**config.mk**
```make
export PLATFORM = sky130hd
export DESIGN_NAME = dramc_top
export DESIGN_NICKNAME = d
export VERILOG_FILES = /design/src/rtl/dramc_pkg.sv /design/src/rtl/dramc_seq.sv /design/src/rtl/dramc_path.sv /design/src/rtl/dramc_top.sv
export SDC_FILE = /design/constraint.sdc
export NUM_CORES = 1
export LEC_CHECK = 0
export BUFFER_PORTS_ARGS = -buffer_cell sky130_fd_sc_hd__buf_2
export CORE_MARGIN = 2
export CORE_UTILIZATION = 47
export DETAILED_ROUTE_END_ITERATION = 6
export PLACE_DENSITY = 0.75
export SYNTH_ARGS = -nofsm -noshare
export SYNTH_HDL_FRONTEND = slang
export SYNTH_SLANG_ARGS = --single-unit
```
**constraint.sdc**
```tcl
create_clock -name clk -period 1.8 [get_ports clk]
set_clock_uncertainty 0.05 [all_clocks]
set_input_delay 0.09 -clock clk [delete_from_list [all_inputs] [get_ports clk]]
set_output_delay 0.09 -clock clk [all_outputs]
set_load 0.1 [all_outputs]
```
**src/rtl/dramc_pkg.sv**
```systemverilog
package dramc_pkg;
  // strobes from the sequencer to the pin datapath
  typedef struct packed {
    logic rasLow;    // hold row strobe asserted
    logic casLow;    // hold column strobe asserted
    logic colPhase;  // column access in progress (column address, write drive)
    logic load;      // capture the accepted request
    logic sample;    // sample read data from the DRAM
  } ctrlStrobes_t;
endpackage

```
**src/rtl/dramc_seq.sv**
```systemverilog
module dramc_seq
  import dramc_pkg::*;
#(
  parameter int T_RCD        = 2,
  parameter int T_CAS        = 3,
  parameter int T_RD         = 2,
  parameter int T_RP         = 3,
  parameter int REF_INTERVAL = 780
) (
  input  logic         clk,
  input  logic         rstN,
  input  logic         reqValid,
  input  logic         rowHit,
  output logic         reqReady,
  output ctrlStrobes_t strobes
);
  localparam int CNT_W = $clog2(T_RCD + T_CAS + T_RP + 2);
  localparam int REF_W = $clog2(REF_INTERVAL + 1);
  localparam logic [CNT_W-1:0] RCD_END = CNT_W'(T_RCD - 1);
  localparam logic [CNT_W-1:0] CAS_END = CNT_W'(T_CAS - 1);
  localparam logic [CNT_W-1:0] RD_AT   = CNT_W'(T_RD);
  localparam logic [CNT_W-1:0] RP_END  = CNT_W'(T_RP - 1);
  localparam logic [CNT_W-1:0] REF_END = CNT_W'(T_RCD + T_CAS - 1);
  localparam logic [REF_W-1:0] TICK_AT = REF_W'(REF_INTERVAL - 1);

  typedef enum logic [2:0] {IDLE, ACT, COL, OPEN, PRE, REF_C, REF_R} seqState_e;

  seqState_e state, nextState;
  logic [CNT_W-1:0] cnt;
  logic [REF_W-1:0] refTimer;
  logic refPending, hasJob, accept, refTick;

  assign refTick  = (refTimer == TICK_AT);
  assign reqReady = ((state == IDLE) || (state == OPEN)) && !refPending;
  assign accept   = reqValid && reqReady;

  always_comb begin
    nextState = state;
    unique case (state)
      IDLE:  if (refPending) nextState = REF_C;
             else if (accept) nextState = ACT;
      ACT:   if (cnt == RCD_END) nextState = COL;
      COL:   if (cnt == CAS_END) nextState = OPEN;
      OPEN:  if (refPending) nextState = PRE;
             else if (accept) nextState = rowHit ? COL : PRE;
      PRE:   if (cnt == RP_END) begin
               if (hasJob) nextState = ACT;
               else if (refPending) nextState = REF_C;
               else nextState = IDLE;
             end
      REF_C: nextState = REF_R;
      REF_R: if (cnt == REF_END) nextState = PRE;
      default: nextState = IDLE;
    endcase
  end

  always_ff @(posedge clk) begin
    if (!rstN) begin
      state      <= IDLE;
      cnt        <= '0;
      refTimer   <= '0;
      refPending <= 1'b0;
      hasJob     <= 1'b0;
    end else begin
      state    <= nextState;
      cnt      <= (nextState != state) ? '0 : cnt + 1'b1;
      refTimer <= refTick ? '0 : refTimer + 1'b1;
      if (refTick) refPending <= 1'b1;
      else if (state == REF_C) refPending <= 1'b0;
      if (state == OPEN && accept && !rowHit) hasJob <= 1'b1;
      else if (state == PRE && nextState == ACT) hasJob <= 1'b0;
    end
  end

  always_comb begin
    strobes.rasLow   = (state == ACT) || (state == COL) || (state == OPEN) || (state == REF_R);
    strobes.casLow   = (state == COL) || (state == REF_C) || (state == REF_R);
    strobes.colPhase = (state == COL);
    strobes.load     = accept;
    strobes.sample   = (state == COL) && (cnt == RD_AT);
  end
endmodule

```
**src/rtl/dramc_path.sv**
```systemverilog
module dramc_path
  import dramc_pkg::*;
#(
  parameter int ADDR_W = 16,
  parameter int DATA_W = 16
) (
  input  logic                clk,
  input  logic                rstN,
  input  ctrlStrobes_t        strobes,
  input  logic                reqWrite,
  input  logic [ADDR_W-1:0]   reqAddr,
  input  logic [DATA_W-1:0]   reqWdata,
  output logic                rowHit,
  output logic                rspValid,
  output logic [DATA_W-1:0]   rspData,
  output logic [ADDR_W/2-1:0] dramAddr,
  output logic                dramRasN,
  output logic                dramCasN,
  output logic                dramWeN,
  output logic [DATA_W-1:0]   dramDout,
  output logic                dramDoe,
  input  logic [DATA_W-1:0]   dramDin
);
  localparam int HALF_W = ADDR_W / 2;

  logic [ADDR_W-1:0] capAddr;
  logic [DATA_W-1:0] capWdata;
  logic              capWrite;
  logic [HALF_W-1:0] rowPart, colPart;

  assign rowPart = capAddr[ADDR_W-1 -: HALF_W];
  assign colPart = capAddr[HALF_W-1:0];
  assign rowHit  = (reqAddr[ADDR_W-1 -: HALF_W] == rowPart);

  always_ff @(posedge clk) begin
    if (!rstN) begin
      capAddr  <= '0;
      capWdata <= '0;
      capWrite <= 1'b0;
    end else if (strobes.load) begin
      capAddr  <= reqAddr;
      capWdata <= reqWdata;
      capWrite <= reqWrite;
    end
  end

  always_ff @(posedge clk) begin
    if (!rstN) begin
      dramAddr <= '0;
      dramRasN <= 1'b1;
      dramCasN <= 1'b1;
      dramWeN  <= 1'b1;
      dramDout <= '0;
      dramDoe  <= 1'b0;
      rspValid <= 1'b0;
      rspData  <= '0;
    end else begin
      dramAddr <= strobes.colPhase ? colPart : rowPart;
      dramRasN <= !strobes.rasLow;
      dramCasN <= !strobes.casLow;
      dramWeN  <= !(strobes.colPhase && capWrite);
      dramDoe  <= strobes.colPhase && capWrite;
      dramDout <= capWdata;
      rspValid <= strobes.sample && !capWrite;
      if (strobes.sample && !capWrite) rspData <= dramDin;
    end
  end
endmodule

```
**src/rtl/dramc_top.sv**
```systemverilog
module dramc_top
  import dramc_pkg::*;
#(
  parameter int ADDR_W       = 16,
  parameter int DATA_W       = 16,
  parameter int T_RCD        = 2,
  parameter int T_CAS        = 3,
  parameter int T_RD         = 2,
  parameter int T_RP         = 3,
  parameter int REF_INTERVAL = 780
) (
  input  logic                clk,
  input  logic                rstN,
  input  logic                reqValid,
  output logic                reqReady,
  input  logic                reqWrite,
  input  logic [ADDR_W-1:0]   reqAddr,
  input  logic [DATA_W-1:0]   reqWdata,
  output logic                rspValid,
  output logic [DATA_W-1:0]   rspData,
  output logic [ADDR_W/2-1:0] dramAddr,
  output logic                dramRasN,
  output logic                dramCasN,
  output logic                dramWeN,
  output logic [DATA_W-1:0]   dramDout,
  output logic                dramDoe,
  input  logic [DATA_W-1:0]   dramDin
);
  ctrlStrobes_t strobes;
  logic rowHit;

  dramc_seq #(
    .T_RCD(T_RCD), .T_CAS(T_CAS), .T_RD(T_RD), .T_RP(T_RP),
    .REF_INTERVAL(REF_INTERVAL)
  ) uSeq (
    .clk(clk), .rstN(rstN), .reqValid(reqValid), .rowHit(rowHit),
    .reqReady(reqReady), .strobes(strobes)
  );

  dramc_path #(.ADDR_W(ADDR_W), .DATA_W(DATA_W)) uPath (
    .clk(clk), .rstN(rstN), .strobes(strobes),
    .reqWrite(reqWrite), .reqAddr(reqAddr), .reqWdata(reqWdata),
    .rowHit(rowHit), .rspValid(rspValid), .rspData(rspData),
    .dramAddr(dramAddr), .dramRasN(dramRasN), .dramCasN(dramCasN),
    .dramWeN(dramWeN), .dramDout(dramDout), .dramDoe(dramDoe),
    .dramDin(dramDin)
  );
endmodule

```
# Yosys cells after proc, flatten, opt, wreduce, memory -nomap -nowiden
# Cells that the tools add are included.
[totals] reg_bits=97 in_bits=52 out_inout_bits=46 elab_cells=74
[classes] n_addsub=2 n_eq_ne=13 mux=17 bitwise_logic=1 reduce_logical=25
[ops] operator="$mux 3" count=11
[ops] operator="$pmux 3 s7" count=1
[ops] operator="$add 10x1->10 const B" count=1
[ops] operator="$eq 10x10->1 const B" count=1
[ops] operator="$eq 3x3->1 const B" count=3
[ops] operator="$eq 8x8->1" count=1
[ops] operator="$logic_and 1x1->1" count=8
[ops] operator="$mux 8" count=1
[ops] operator="$eq 3x1->1 const B" count=2
[ops] operator="$eq 3x2->1 const B" count=2
[ops] operator="$logic_not 1->1" count=6
[ops] operator="$logic_or 1x1->1" count=6
[ops] operator="$add 4x1->4 const B" count=1
[ops] operator="$eq 4x1->1 const B" count=1
[ops] operator="$eq 4x2->1 const B" count=1
[ops] operator="$eq 4x3->1 const B" count=1
[ops] operator="$mux 1" count=4
[ops] operator="$reduce_bool 2->1" count=2
[ops] operator="$reduce_or 2->1" count=2
[ops] operator="$logic_not 3->1" count=1
[ops] operator="$ne 3x3->1" count=1
[ops] operator="$not 1->1" count=1

# Depth between registers and ports, before layout
# Gate-level depths: netlist of run 1.
[logic_depth] depth_word=11 mapped_depth=8 mapped_depth_nobuf=7

# Modules after synthesis
# A second synthesis of run 1 with hierarchy kept.
[unflattened] cells_unflattened=383 hier_area_um2=3895.0
[by_module_without_submodules] mod="dramc_path" instances=1 cells_per_inst=259 area_each_um2=2844.0 seq_area_each_um2=1561.5
[by_module_without_submodules] mod="dramc_seq" instances=1 cells_per_inst=124 area_each_um2=1051.0 seq_area_each_um2=380.4

# Worst setup path after synthesis of run 1
# OpenSTA, ideal clock, no wires.
[synth_timing] kind="reg-to-reg" from="register uSeq.refPending" to="register uPath.capWdata[10]" setup_time_ns=0.070 arrival_time_ns=2.084 t_required_ns=1.680 setup_slack_ns=-0.404 path_stages_with_launch=9 path_buffers=3 period_less_slack_ns=2.204 cell_sequence="dfxtp_1 buf_2 nor2_1 and3_1 and2_1 buf_4 buf_6 nand2_1 a21oi_1"
[synth_between] elab_chain_len=3
[synth_rtl] element="start, declared" line_no="dramc_seq.sv:31" rtl="logic refPending, hasJob, accept, refTick;"
[synth_rtl] element="start signal, assigned" line_no="dramc_seq.sv:62" rtl="refPending <= 1'b0;"
[synth_rtl] element="start signal, assigned" line_no="dramc_seq.sv:68" rtl="if (refTick) refPending <= 1'b1;"
[synth_rtl] element="start signal, assigned" line_no="dramc_seq.sv:69" rtl="else if (state == REF_C) refPending <= 1'b0;"
[synth_rtl] element="$logic_not 1->1" line_no="dramc_seq.sv:34" rtl="assign reqReady = ((state == IDLE) || (state == OPEN)) && !refPending;"
[synth_rtl] element="$logic_and 1x1->1" line_no="dramc_seq.sv:34"
[synth_rtl] element="named net reqReady" line_no="dramc_top.sv:15" rtl="output logic reqReady,"
[synth_rtl] element="$logic_and 1x1->1" line_no="dramc_seq.sv:35" rtl="assign accept = reqValid && reqReady;"
[synth_rtl] element="end signal, assigned" line_no="dramc_path.sv:42" rtl="capWdata <= reqWdata;"
[synth_rtl] element="end, declared" line_no="dramc_path.sv:27" rtl="logic [DATA_W-1:0] capWdata;"
# The timed path passes the listed nets, and every way through them passes these cells.
# A chain may end at the register's enable or synchronous reset.

# Final worst setup path of run 1
[layout_timing] from="input reqAddr[11]" to="register uSeq.cnt[2]"
[layout_between] elab_chain_len=7
[layout_rtl] element="start, declared" line_no="dramc_top.sv:17" rtl="input logic [ADDR_W-1:0] reqAddr,"
[layout_rtl] element="$eq 8x8->1" line_no="dramc_path.sv:33" rtl="assign rowHit = (reqAddr[ADDR_W-1 -: HALF_W] == rowPart);"
[layout_rtl] element="$mux 3 (2 in series)" line_no="dramc_seq.sv:45" rtl="else if (accept) nextState = rowHit ? COL : PRE;"
[layout_rtl] element="$mux 3" line_no="dramc_seq.sv:44" rtl="OPEN: if (refPending) nextState = PRE;"
[layout_rtl] element="$pmux 3 s7" line_no="dramc_seq.sv:39" rtl="unique case (state)"
[layout_rtl] element="$ne 3x3->1" line_no="dramc_seq.sv:66" rtl="cnt <= (nextState != state) ? '0 : cnt + 1'b1;"
[layout_rtl] element="$reduce_or 2->1 (no source line)"
[layout_rtl] element="end signal, assigned" line_no="dramc_seq.sv:66"
[layout_rtl] element="end, declared" line_no="dramc_seq.sv:29" rtl="logic [CNT_W-1:0] cnt;"
# No other way between the ends.

==> impl_metrics.toml, run 1 <==
[drt]
ant_nets = 0
wl_mm = 8.98
post_drt_wl_per_cell_um = 13.0
dr_total_vias = 3359
dr.first_iter.drc_count = 150
drt-vias-per-instance = 4.87
drc_errors = 0
drt-pass1-iter-count = 4

[timing]
fin_crit_sh_pct = 96.1
rsz0062_at_grt = "yes"
tightest_slew_ns = 0.494
max_slew_margin_pct = 67.0
setup_viol = 0
finalHoldViolations = 0
setup_ws_ns = 0.0695
period_needed_ns = 1.73
clock.fmax_mhz = 578
timing.final.max_slew_violations = 0

[min_path]
hold_path.class = "input pin to flip-flop"

[critical_path]
cp.buffers_inverters = 2
crit_path_max_incr_delay_ns = 0.54
crit_path_start_kind = "input pin"
path_max_fanout = 4
crit_type = "input pin to flip-flop"
crit_chain = "dlygate4sd3_1 > buf_2 > xor2_1 > nor4_2 > a21boi_2 > a311o_1 > nor3_1"
critical_path.slowest_cell = "dlygate4sd3_1"
arrival_ns = 1.97
critPathCaptureType = "flip-flop"
path_delay_family = "buffers and inverters"
critPathRequiredTime_ns = 2.04

[clocking]
numCtsBuffers = 9
clockBufferDepth = 2
htree_levels = 3
clkSinkCount = 97
clk_pin_slew_ns = 0.09
cts_tree = "built"
cts_root_buffer = "clkbuf_8"
clk_latency_ns = 0.36

[layout]
seqCellArea_mm2 = 0.00194
multi_input_area_mm2 = 0.00164
final_common_cell = "nand2_1"
fill_cells = 600
fin_util_pct = 66.6
n_antenna_cell = 0
final_cells = 690
drive_gt1_share_pct = 24.7
area_delta_synth_final_pct = 38.2
most-common-layout-cells = "nand2_1, buf_2, dfxtp_1"
nets = 640

[global_routing]
grt_max_degree = 31
grt_pass1_vias = 3203
grt_pass1_wl_mm = 14.5
antenna_found_initial = 0
grt.total_usage_pct = 21.2
overflow = 0

[status]
status = "complete, no violations"

[floorplanning]
rows = 32
start_util_pct = 48.2
die_h_um = 92.5
die_area_mm2 = 0.00856
pin_count = 98
die_x_um = 92.5
coreArea_mm2 = 0.00765

[place]
dp_cells = 625
portBuffers = 97
gp_congestion = 0.866
pre_cts_slack_ns = 0.00670
hpwl_mm = 5.71

[synthesis]
synth_enable_flop_cells = 0
synthCells = 431
synth_nets = 488
netlist-cell-type-count = 44
synth.cell_area_mm2 = 0.00368
yosys_warnings = 0
synth_ff_type = "dfxtp_1"
syn_avg_cell_area_um2 = 8.55
ys_seq_area_share_pct = 52.7
ys_ff_latch = 97
async_flop_share_pct = 0

[pwr]
p_leak_nw = 2.16
vdd_drop_max_mv = 0.567
powerDensity_mw_per_mm2 = 905

[run]
maxCapViolations = 0
cell type report:
cell class              count  share of cell area [%]
flip-flops and latches     97                    38.2
multi-input cells         305                    32.1
repair buffers            165                    23.0
clock buffers              12                    2.85
well taps                 102                    2.51
clock inverters             4                    1.01
inverters                   5                   0.369
what timing repair did:
| action | CTS | global route |
|---|---|---|
| buffers inserted | 0 | 0 |
| resized for setup | 1 | 10 |
| pin swaps | 0 | 2 |
| hold buffers | 49 | 0 |
| endpoints found under the setup margin | 9 | 55 |
| hold endpoints to repair | 49 | 0 |
power breakdown:
group,switching [mW],internal (mW)
clock,0.738,0.685
sequential,0.0653,2.25
combinational,0.546,0.323
total,1.35,3.26
layer usage:
layer,global-route usage (%),vias up,part of all wire (%)
met5,0,-,0
met4,7.84,0,1.4
met3,4.23,10,5.2
met2,37.0,98,50
met1,25.8,1530,43
li1,-,1721,-
worst reg2reg max path, cell delays in order, from the launching register on:
cell,delay [ns]
dfxtp_1,0.34
inv_1,0.06
ha_1,0.22
nor4b_4,0.15
a211oi_1,0.20
nor3_1,0.07
a311o_1,0.35
nor3_1,0.20
cells in the mapped netlist, types with 2 or more instances:
| library cell | instances | area (um^2) |
|---|---|---|
| nand2_1 | 127 | 477 |
| dfxtp_1 | 97 | 1940 |
| a21oi_1 | 63 | 315 |
| and2_1 | 21 | 131 |
| nor2_1 | 17 | 63.8 |
| xor2_1 | 15 | 131 |
| clkbuf_1 | 14 | 52.6 |
| buf_6 | 6 | 67.6 |
| nand2b_1 | 6 | 37.5 |
| nor3_1 | 6 | 30.0 |
| ha_1 | 5 | 62.6 |
| and3_1 | 4 | 25.0 |
| inv_1 | 4 | 15.0 |
| o21ai_0 | 4 | 20.0 |
| xnor2_1 | 3 | 26.3 |
| a211oi_1 | 2 | 15.0 |
| a31oi_1 | 2 | 12.5 |
| buf_2 | 2 | 10.0 |
| buf_4 | 2 | 15.0 |
| nand3_1 | 2 | 10.0 |
| nand4_1 | 2 | 12.5 |
| nor4_1 | 2 | 12.5 |
| o211ai_1 | 2 | 15.0 |
| o22ai_1 | 2 | 12.5 |
| or3_1 | 2 | 12.5 |
sequential cells by signal, summed over array words and instances, names as in the netlist:
name / cells
uPath.capAddr: 16
uPath.capWdata: 16
uSeq.state: 3
uSeq.refTimer: 10
uSeq.hasJob: 1
uPath.dramDout: 16
uPath.rspData: 16
uPath.dramWeN: 1
uPath.dramCasN: 1
uPath.dramDoe: 1
uPath.rspValid: 1
uSeq.cnt: 4
uPath.dramRasN: 1
uSeq.refPending: 1
uPath.capWrite: 1
uPath.dramAddr: 8
per-stage QoR:
step | setup TNS [ns] | total power [mW] | cell area [um^2] | hold slack (ns)
2_1_floorplan | 0 | 2.90 | 3690 | 0.176
3_3_place_gp | 0 | 3.12 | 4350 | 0.282
3_5_place_dp | 0 | 3.14 | 4350 | 0.286
4_1_cts | 0 | 4.61 | 5040 | 0.0549
5_1_grt | -0.0374 | 4.80 | 5090 | 0.0693
6_report | 0 | 4.61 | 5090 | 0.0593
cells by family after synthesis:
family | Yosys count | synth area share (%)
AND/OR/NAND/NOR | 199 | 24.6
flip-flops | 97 | 52.7
AO/OA/AOI/OAI | 83 | 12.3
buffers and inverters | 29 | 4.45
XOR/XNOR | 18 | 4.28
adder cells (fa/ha/maj) | 5 | 1.70
worst paths after layout:
check                   start  slack, ns  depth (start not counted)                to
max reg2reg       uSeq.cnt[0]       0.10                          7       uSeq.cnt[2]
min reg2reg  uSeq.refTimer[0]       0.39                          1  uSeq.refTimer[0]
max               reqAddr[11]       0.07                          7       uSeq.cnt[2]
min                      rstN       0.06                          3     uSeq.state[1]
(Power assumes the default switching activity.)
==> inputs of run 2 (changes only) <==
--- a/config.mk
+++ b/config.mk
@@ -5,11 +5,12 @@
 export SDC_FILE = /design/constraint.sdc
 export NUM_CORES = 1
 export LEC_CHECK = 0
-export BUFFER_PORTS_ARGS = -buffer_cell sky130_fd_sc_hd__buf_2
+export BUFFER_PORTS_ARGS = -buffer_cell sky130_fd_sc_hd__buf_4
 export CORE_MARGIN = 2
 export CORE_UTILIZATION = 47
 export DETAILED_ROUTE_END_ITERATION = 6
 export PLACE_DENSITY = 0.75
 export SYNTH_ARGS = -nofsm -noshare
 export SYNTH_HDL_FRONTEND = slang
+export SYNTH_HIERARCHICAL = 1
 export SYNTH_SLANG_ARGS = --single-unit
==> run 2 against run 1 <==
The run now ends with setup timing left; routed wire length unchanged; die area rose by 5.5%; sequential cell count unchanged; largest power group unchanged; clock power increased by 4%; fmax is 5.1% lower.
==> impl_metrics.toml, run 2 <==
[place]
hpwl_mm = 5.50
dp_cells = 587
gp_congestion = 0.804
portBuffers = 97

[synthesis]
yosys-top-cells-count = "dfxtp_1, nand2_1, nor2b_1, mux2i_1, nor2_1"
synth_top_area_share_pct = 49.9
synth.cell_area_mm2 = 0.00389
syn_avg_cell_area_um2 = 10.2
yosysMostFrequentCell = "dfxtp_1"
async_flop_share_pct = 0
yosys_warnings = 6
ys_ff_latch = 97
netlist-cell-type-count = 43
synth_area_leaders = "dfxtp_1, mux2i_1, nor2b_1"
synth_enable_flop_cells = 0
yosys.area.top_type = "dfxtp_1"
ys_seq_area_share_pct = 49.9
synth_nets = 440
synthCells = 383
synth_ff_type = "dfxtp_1"

[min_path]
min_path_cells = 2
hold_path_end = "uPath/dramCasN"
min_from = "rstN"
hold_path.class = "input pin to flip-flop"

[critical_path]
r2r_setup_slack_ns = -0.02
rr_endpoint = "uPath/rspData[2]"
r2r-start = "uSeq/cnt[0]"
critPathRequiredTime_ns = 2.05
crit_type = "flip-flop to flip-flop"
path_max_fanout = 8
arrival_ns = 2.07
crit_path_start_kind = "flip-flop"
critPathCaptureType = "flip-flop"
rr_worst_depth = 8

[global_routing]
overflow = 0
grt_pass1_vias = 3000
antenna_found_initial = 0
grt_pass1_wl_mm = 14.0
grt.total_usage_pct = 19.8
grt_max_degree = 49

[layout]
seqCellArea_mm2 = 0.00195
drive_gt1_share_pct = 34.2
multi_input_area_mm2 = 0.00194
final_cells = 658
nets = 605
most-common-layout-cells = "buf_4, dfxtp_1, dlygate4sd3_1"
n_antenna_cell = 0
final_common_cell = "buf_4"
area_delta_synth_final_pct = 46.8
fill_cells = 580

[timing]
max_slew_margin_pct = 65.7
finalHoldViolations = 0
timing.final.max_slew_violations = 0
tightest_slew_ns = 0.514
clock.fmax_mhz = 549
fin_crit_sh_pct = 101
rsz0062_at_grt = "yes"
setup_viol = 11
period_needed_ns = 1.82
setup_ws_ns = -0.0229

[drt]
ant_nets = 0
drt-vias-per-instance = 4.74
drt-pass1-iter-count = 4
dr_total_vias = 3119
drc_errors = 0
dr.first_iter.drc_count = 75
wl_mm = 8.98
post_drt_wl_per_cell_um = 13.6

[pwr]
vdd_drop_max_mv = 0.441
power_mw = 4.87
p_leak_nw = 2.39
powerDensity_mw_per_mm2 = 852

[clocking]
clockBufferDepth = 2
cts_tree = "built"
htree_levels = 3
clkSinkCount = 97
clk_latency_ns = 0.36
numCtsBuffers = 9
clk_pin_slew_ns = 0.10
cts_root_buffer = "clkbuf_8"

[floorplanning]
pin_count = 98
rows = 33
start_util_pct = 47.9
die_h_um = 95.0
die_x_um = 95.0
die_area_mm2 = 0.00903
coreArea_mm2 = 0.00813

[status]
violations = "setup timing"
status = "finished with violations"

[run]
maxCapViolations = 0
run 2: cell type report:
type                    count  area share [%]
well taps                 105            2.30
clock inverters             7            1.49
flip-flops and latches     97            34.1
inverters                   6           0.394
repair buffers            174            25.7
clock buffers               9            2.17
multi-input cells         260            33.9
run 2: cell families after synthesis:
group                    after synthesis  synth area share (%)
adder cells (fa/ha/maj)                5                  1.61
XOR/XNOR                              18                  4.05
buffers and inverters                 26                  3.95
AND/OR/NAND/NOR                      159                  21.7
AO/OA/AOI/OAI                         37                  8.32
multiplexers                          41                  10.5
flip-flops                            97                  49.9
run 2: where the power goes:
group	leakage (nW)	internal (mW)	switching [mW]	total (mW)
sequential	0.794	2.27	0.0677	2.33
combinational	1.50	0.471	0.590	1.06
clock	0.0999	0.669	0.805	1.47
run 2: stage by stage:
step	utilization, %	hold slack [ns]	cell area, um^2	TNS (ns)	setup slack, ns
2_1_floorplan	-	0.158	3940	-3.12	-0.104
3_3_place_gp	59.4	0.297	4830	-0.299	-0.0287
3_5_place_dp	59.4	0.304	4830	-1.98	-0.157
4_1_cts	68.6	0.0149	5580	0	0.000126
5_1_grt	70.3	0.0306	5720	-1.40	-0.0962
6_report	70.3	0.0290	5720	-0.119	-0.0229
run 2: routing by layer:
layer  track usage, %  vias up  share of wire (%)
met4             8.57        0                1.6
li1                 -     1591                  -
met1             25.0     1441                 45
met2             32.9       76                 49
met3             3.87       11                4.6
met5                0        -                  0
run 2: timing repair:
action / in CTS / in global routing
endpoints found under the setup margin: 21 / 22
endpoints found under the hold margin: 49 / 0
gates resized for setup: 11 / 32
pin swaps: 5 / 24
gates cloned: 0 / 1
setup buffers: 3 / 2
hold buffers: 49 / 0
run 2: worst max path at each step:
stage,startpoint,end,slack [ns],cells past startpoint
3_5_place_dp,uSeq/cnt[0],uPath/rspData[2],-0.16,8
5_1_grt,uSeq/cnt[0],uPath/rspData[2],-0.1,8
2_1_floorplan,uSeq/state[1],uPath/capAddr[0],-0.10,9
4_1_cts,uPath/capAddr[12],uSeq/cnt[3],0.0001,8
6_report,uSeq/cnt[0],uPath/rspData[2],-0.02,8
3_3_place_gp,uSeq/cnt[0],uPath/rspData[15],-0.03,8
run 2: critical path, stage by stage, from the launching register on:
cell      delay (ns)
dfxtp_2         0.33
inv_2           0.07
ha_4            0.12
or4b_4          0.49
nor2_4          0.14
nor2b_4         0.20
buf_6           0.16
nand2_2         0.07
a21boi_2        0.13
==> inputs of run 3 (changes only) <==
--- a/config.mk
+++ b/config.mk
@@ -5,6 +5,7 @@
 export SDC_FILE = /design/constraint.sdc
 export NUM_CORES = 1
 export LEC_CHECK = 0
+export ABC_AREA = 1
 export BUFFER_PORTS_ARGS = -buffer_cell sky130_fd_sc_hd__buf_4
 export CORE_MARGIN = 2
 export CORE_UTILIZATION = 47
==> run 3 against run 2 <==
The flow now finishes without violations; combinational power up 63%; non-clock buffer count down 25; critical path depth fell by 1; area after synthesis shrank 2.2%; die area down 2.1%; critical endpoint is now uPath/capWrite; clock-buffer cell count increased by 1.
==> impl_metrics.toml, run 3 <==
[synthesis]
synthCells = 497
yosys.area.top_type = "dfxtp_1"
synth_enable_flop_cells = 0
synth_top_area_share_pct = 51.0
syn_avg_cell_area_um2 = 7.67
synth.cell_area_mm2 = 0.00381
async_flop_share_pct = 0
netlist-cell-type-count = 38
ys_ff_latch = 97
synth_nets = 554
yosys_warnings = 6
synth_area_leaders = "dfxtp_1, nor2_1, nand2_1"
synth_ff_type = "dfxtp_1"
yosysMostFrequentCell = "nor2_1"
ys_seq_area_share_pct = 51.0
yosys-top-cells-count = "nor2_1, dfxtp_1, nand2_1, inv_1, o21ai_0"

[critical_path]
rr_worst_depth = 7
r2r-start = "uSeq/state[1]"
critical_path.slowest_cell = "dfxtp_1"
crit_chain = "inv_2 > nand3_1 > nand2_1 > and3_4 > inv_4 > o21ai_1 > a21oi_2"
crit_path_max_incr_delay_ns = 0.52
rr_endpoint = "uPath/capWrite"
critPathRequiredTime_ns = 2.04
crit_path_start_kind = "flip-flop"
arrival_ns = 1.93
path_max_fanout = 29
critPathCaptureType = "flip-flop"
crit_type = "flip-flop to flip-flop"
r2r_setup_slack_ns = 0.12

[min_path]
min_path_cells = 2
min_from = "rstN"
hold_path_end = "uPath/dramCasN"
hold_path.class = "input pin to flip-flop"

[timing]
setup_ws_ns = 0.115
clock.fmax_mhz = 594
fin_crit_sh_pct = 93.6
tightest_slew_ns = 0.372
max_slew_margin_pct = 75.2
rsz0062_at_grt = "yes"
period_needed_ns = 1.68
setup_tns_ns = 0
setup_viol = 0
finalHoldViolations = 0
timing.final.max_slew_violations = 0
whs_ns = 0.0196

[floorplanning]
die_h_um = 94.0
start_util_pct = 48.8
coreArea_mm2 = 0.00781
rows = 32
die_x_um = 94.0
pin_count = 98
die_area_mm2 = 0.00884

[run]
maxCapViolations = 0

[layout]
final_cells = 744
most-common-layout-cells = "nor2_1, buf_4, dfxtp_1"
drive_gt1_share_pct = 25.7
final_common_cell = "nor2_1"
area_delta_synth_final_pct = 39.2
fin_area_mm2 = 0.00530
n_antenna_cell = 0
fin_util_pct = 67.9
nets = 694

[place]
hpwl_mm = 6.15
pre_cts_slack_ns = -0.00961
gp_congestion = 0.910
dp_cells = 681
post_dp_cell_area_mm2 = 0.00457
portBuffers = 97

[drt]
ant_nets = 0
drt-vias-per-instance = 4.89
wl_mm = 9.39
dr_total_vias = 3641
dr.first_iter.drc_count = 154
post_drt_wl_per_cell_um = 12.6
drt-pass1-iter-count = 5
drc_errors = 0

[pwr]
vdd_drop_max_mv = 0.614
powerDensity_mw_per_mm2 = 1090
p_leak_nw = 2.50
power_mw = 5.76

[clocking]
clk_latency_ns = 0.35
htree_levels = 3
clockBufferDepth = 2
numCtsBuffers = 9
cts_root_buffer = "clkbuf_8"
cts_tree = "built"
clkSinkCount = 97
clk_pin_slew_ns = 0.09

[global_routing]
grt_pass1_wl_mm = 15.3
grt_max_degree = 31
grt_pass1_vias = 3447
antenna_found_initial = 0
grt.total_usage_pct = 21.8
overflow = 0

[status]
status = "complete, no violations"
[run 3: changes by cell type in the layout (fill, tap and decap cells not counted), moves of 26 or more]
cell     before  now
nor2b_1      44    1
inv_1         5   47
nor2_1       18  113
mux2i_1      41    0
o21ai_1       0   26
o21ai_0       2   35
[run 3: what timing repair did]
item / CTS / global route
hold endpoints to repair: 49 / 0
hold buffers: 49 / 0
setup endpoints to repair: 16 / 54
setup buffers: 0 / 1
pin swaps: 0 / 11
gates resized for setup: 1 / 22
[run 3: worst max-delay path by stage]
stage                                  from           endpoint  slack (ns)  depth (start not counted)
final                         uSeq/state[1]     uPath/capWrite        0.12                          7
after floorplan               uSeq/state[0]           reqReady        0.13                          4
after global routing      uPath/capAddr[13]        uSeq/cnt[3]       -0.03                         14
after detailed placement        uSeq/cnt[0]  uPath/rspData[10]       -0.01                          8
after CTS                     uSeq/state[0]  uPath/capAddr[10]        0.03                          8
after global placement          uSeq/cnt[0]   uPath/rspData[5]        0.05                          8
[run 3: metal layers]
layer  part of all wire [%]  track usage [%]  vias up  routed length, um
li1                       -                -     1836                  -
met1                     42             26.8     1681               3950
met2                     51             38.2      112               4750
met3                    6.2             4.82       12                585
met4                    1.1             6.64        0                105
met5                      0                0        -                  0
[run 3: cell type report]
cell class	instances	area [um^2]
Clock buffer	10	138
Fill cell	633	2500
Sequential cell	97	1950
Timing Repair Buffer	149	1250
Multi-Input combinational cell	320	1530
Tap cell	102	128
Inverter	60	233
Clock inverter	6	73.8
[run 3: cell families (layout without fill, tap and decap cells)]
family / Yosys count / count (layout) / synth area share [%]
buffers and inverters: 80 / 225 / 9.59
XOR/XNOR: 2 / 2 / 0.460
AO/OA/AOI/OAI: 88 / 88 / 12.1
flip-flops: 97 / 97 / 51.0
adder cells (fa/ha/maj): 5 / 5 / 1.64
AND/OR/NAND/NOR: 225 / 225 / 25.2
[run 3: worst max-delay path: cells and delay by family (launching register included)]
family                 cells  cell delay, ns
AOI/OAI and AO/OA          2            0.23
buffers and inverters      2            0.41
DFF                        1            0.52
and+or+nand+nor            3            0.42
[run 3: power breakdown]
group	internal, mW	switching, mW	leakage (nW)
Clock	0.697	0.778	0.101
Combinational	0.516	1.22	1.61
Sequential	2.40	0.151	0.796
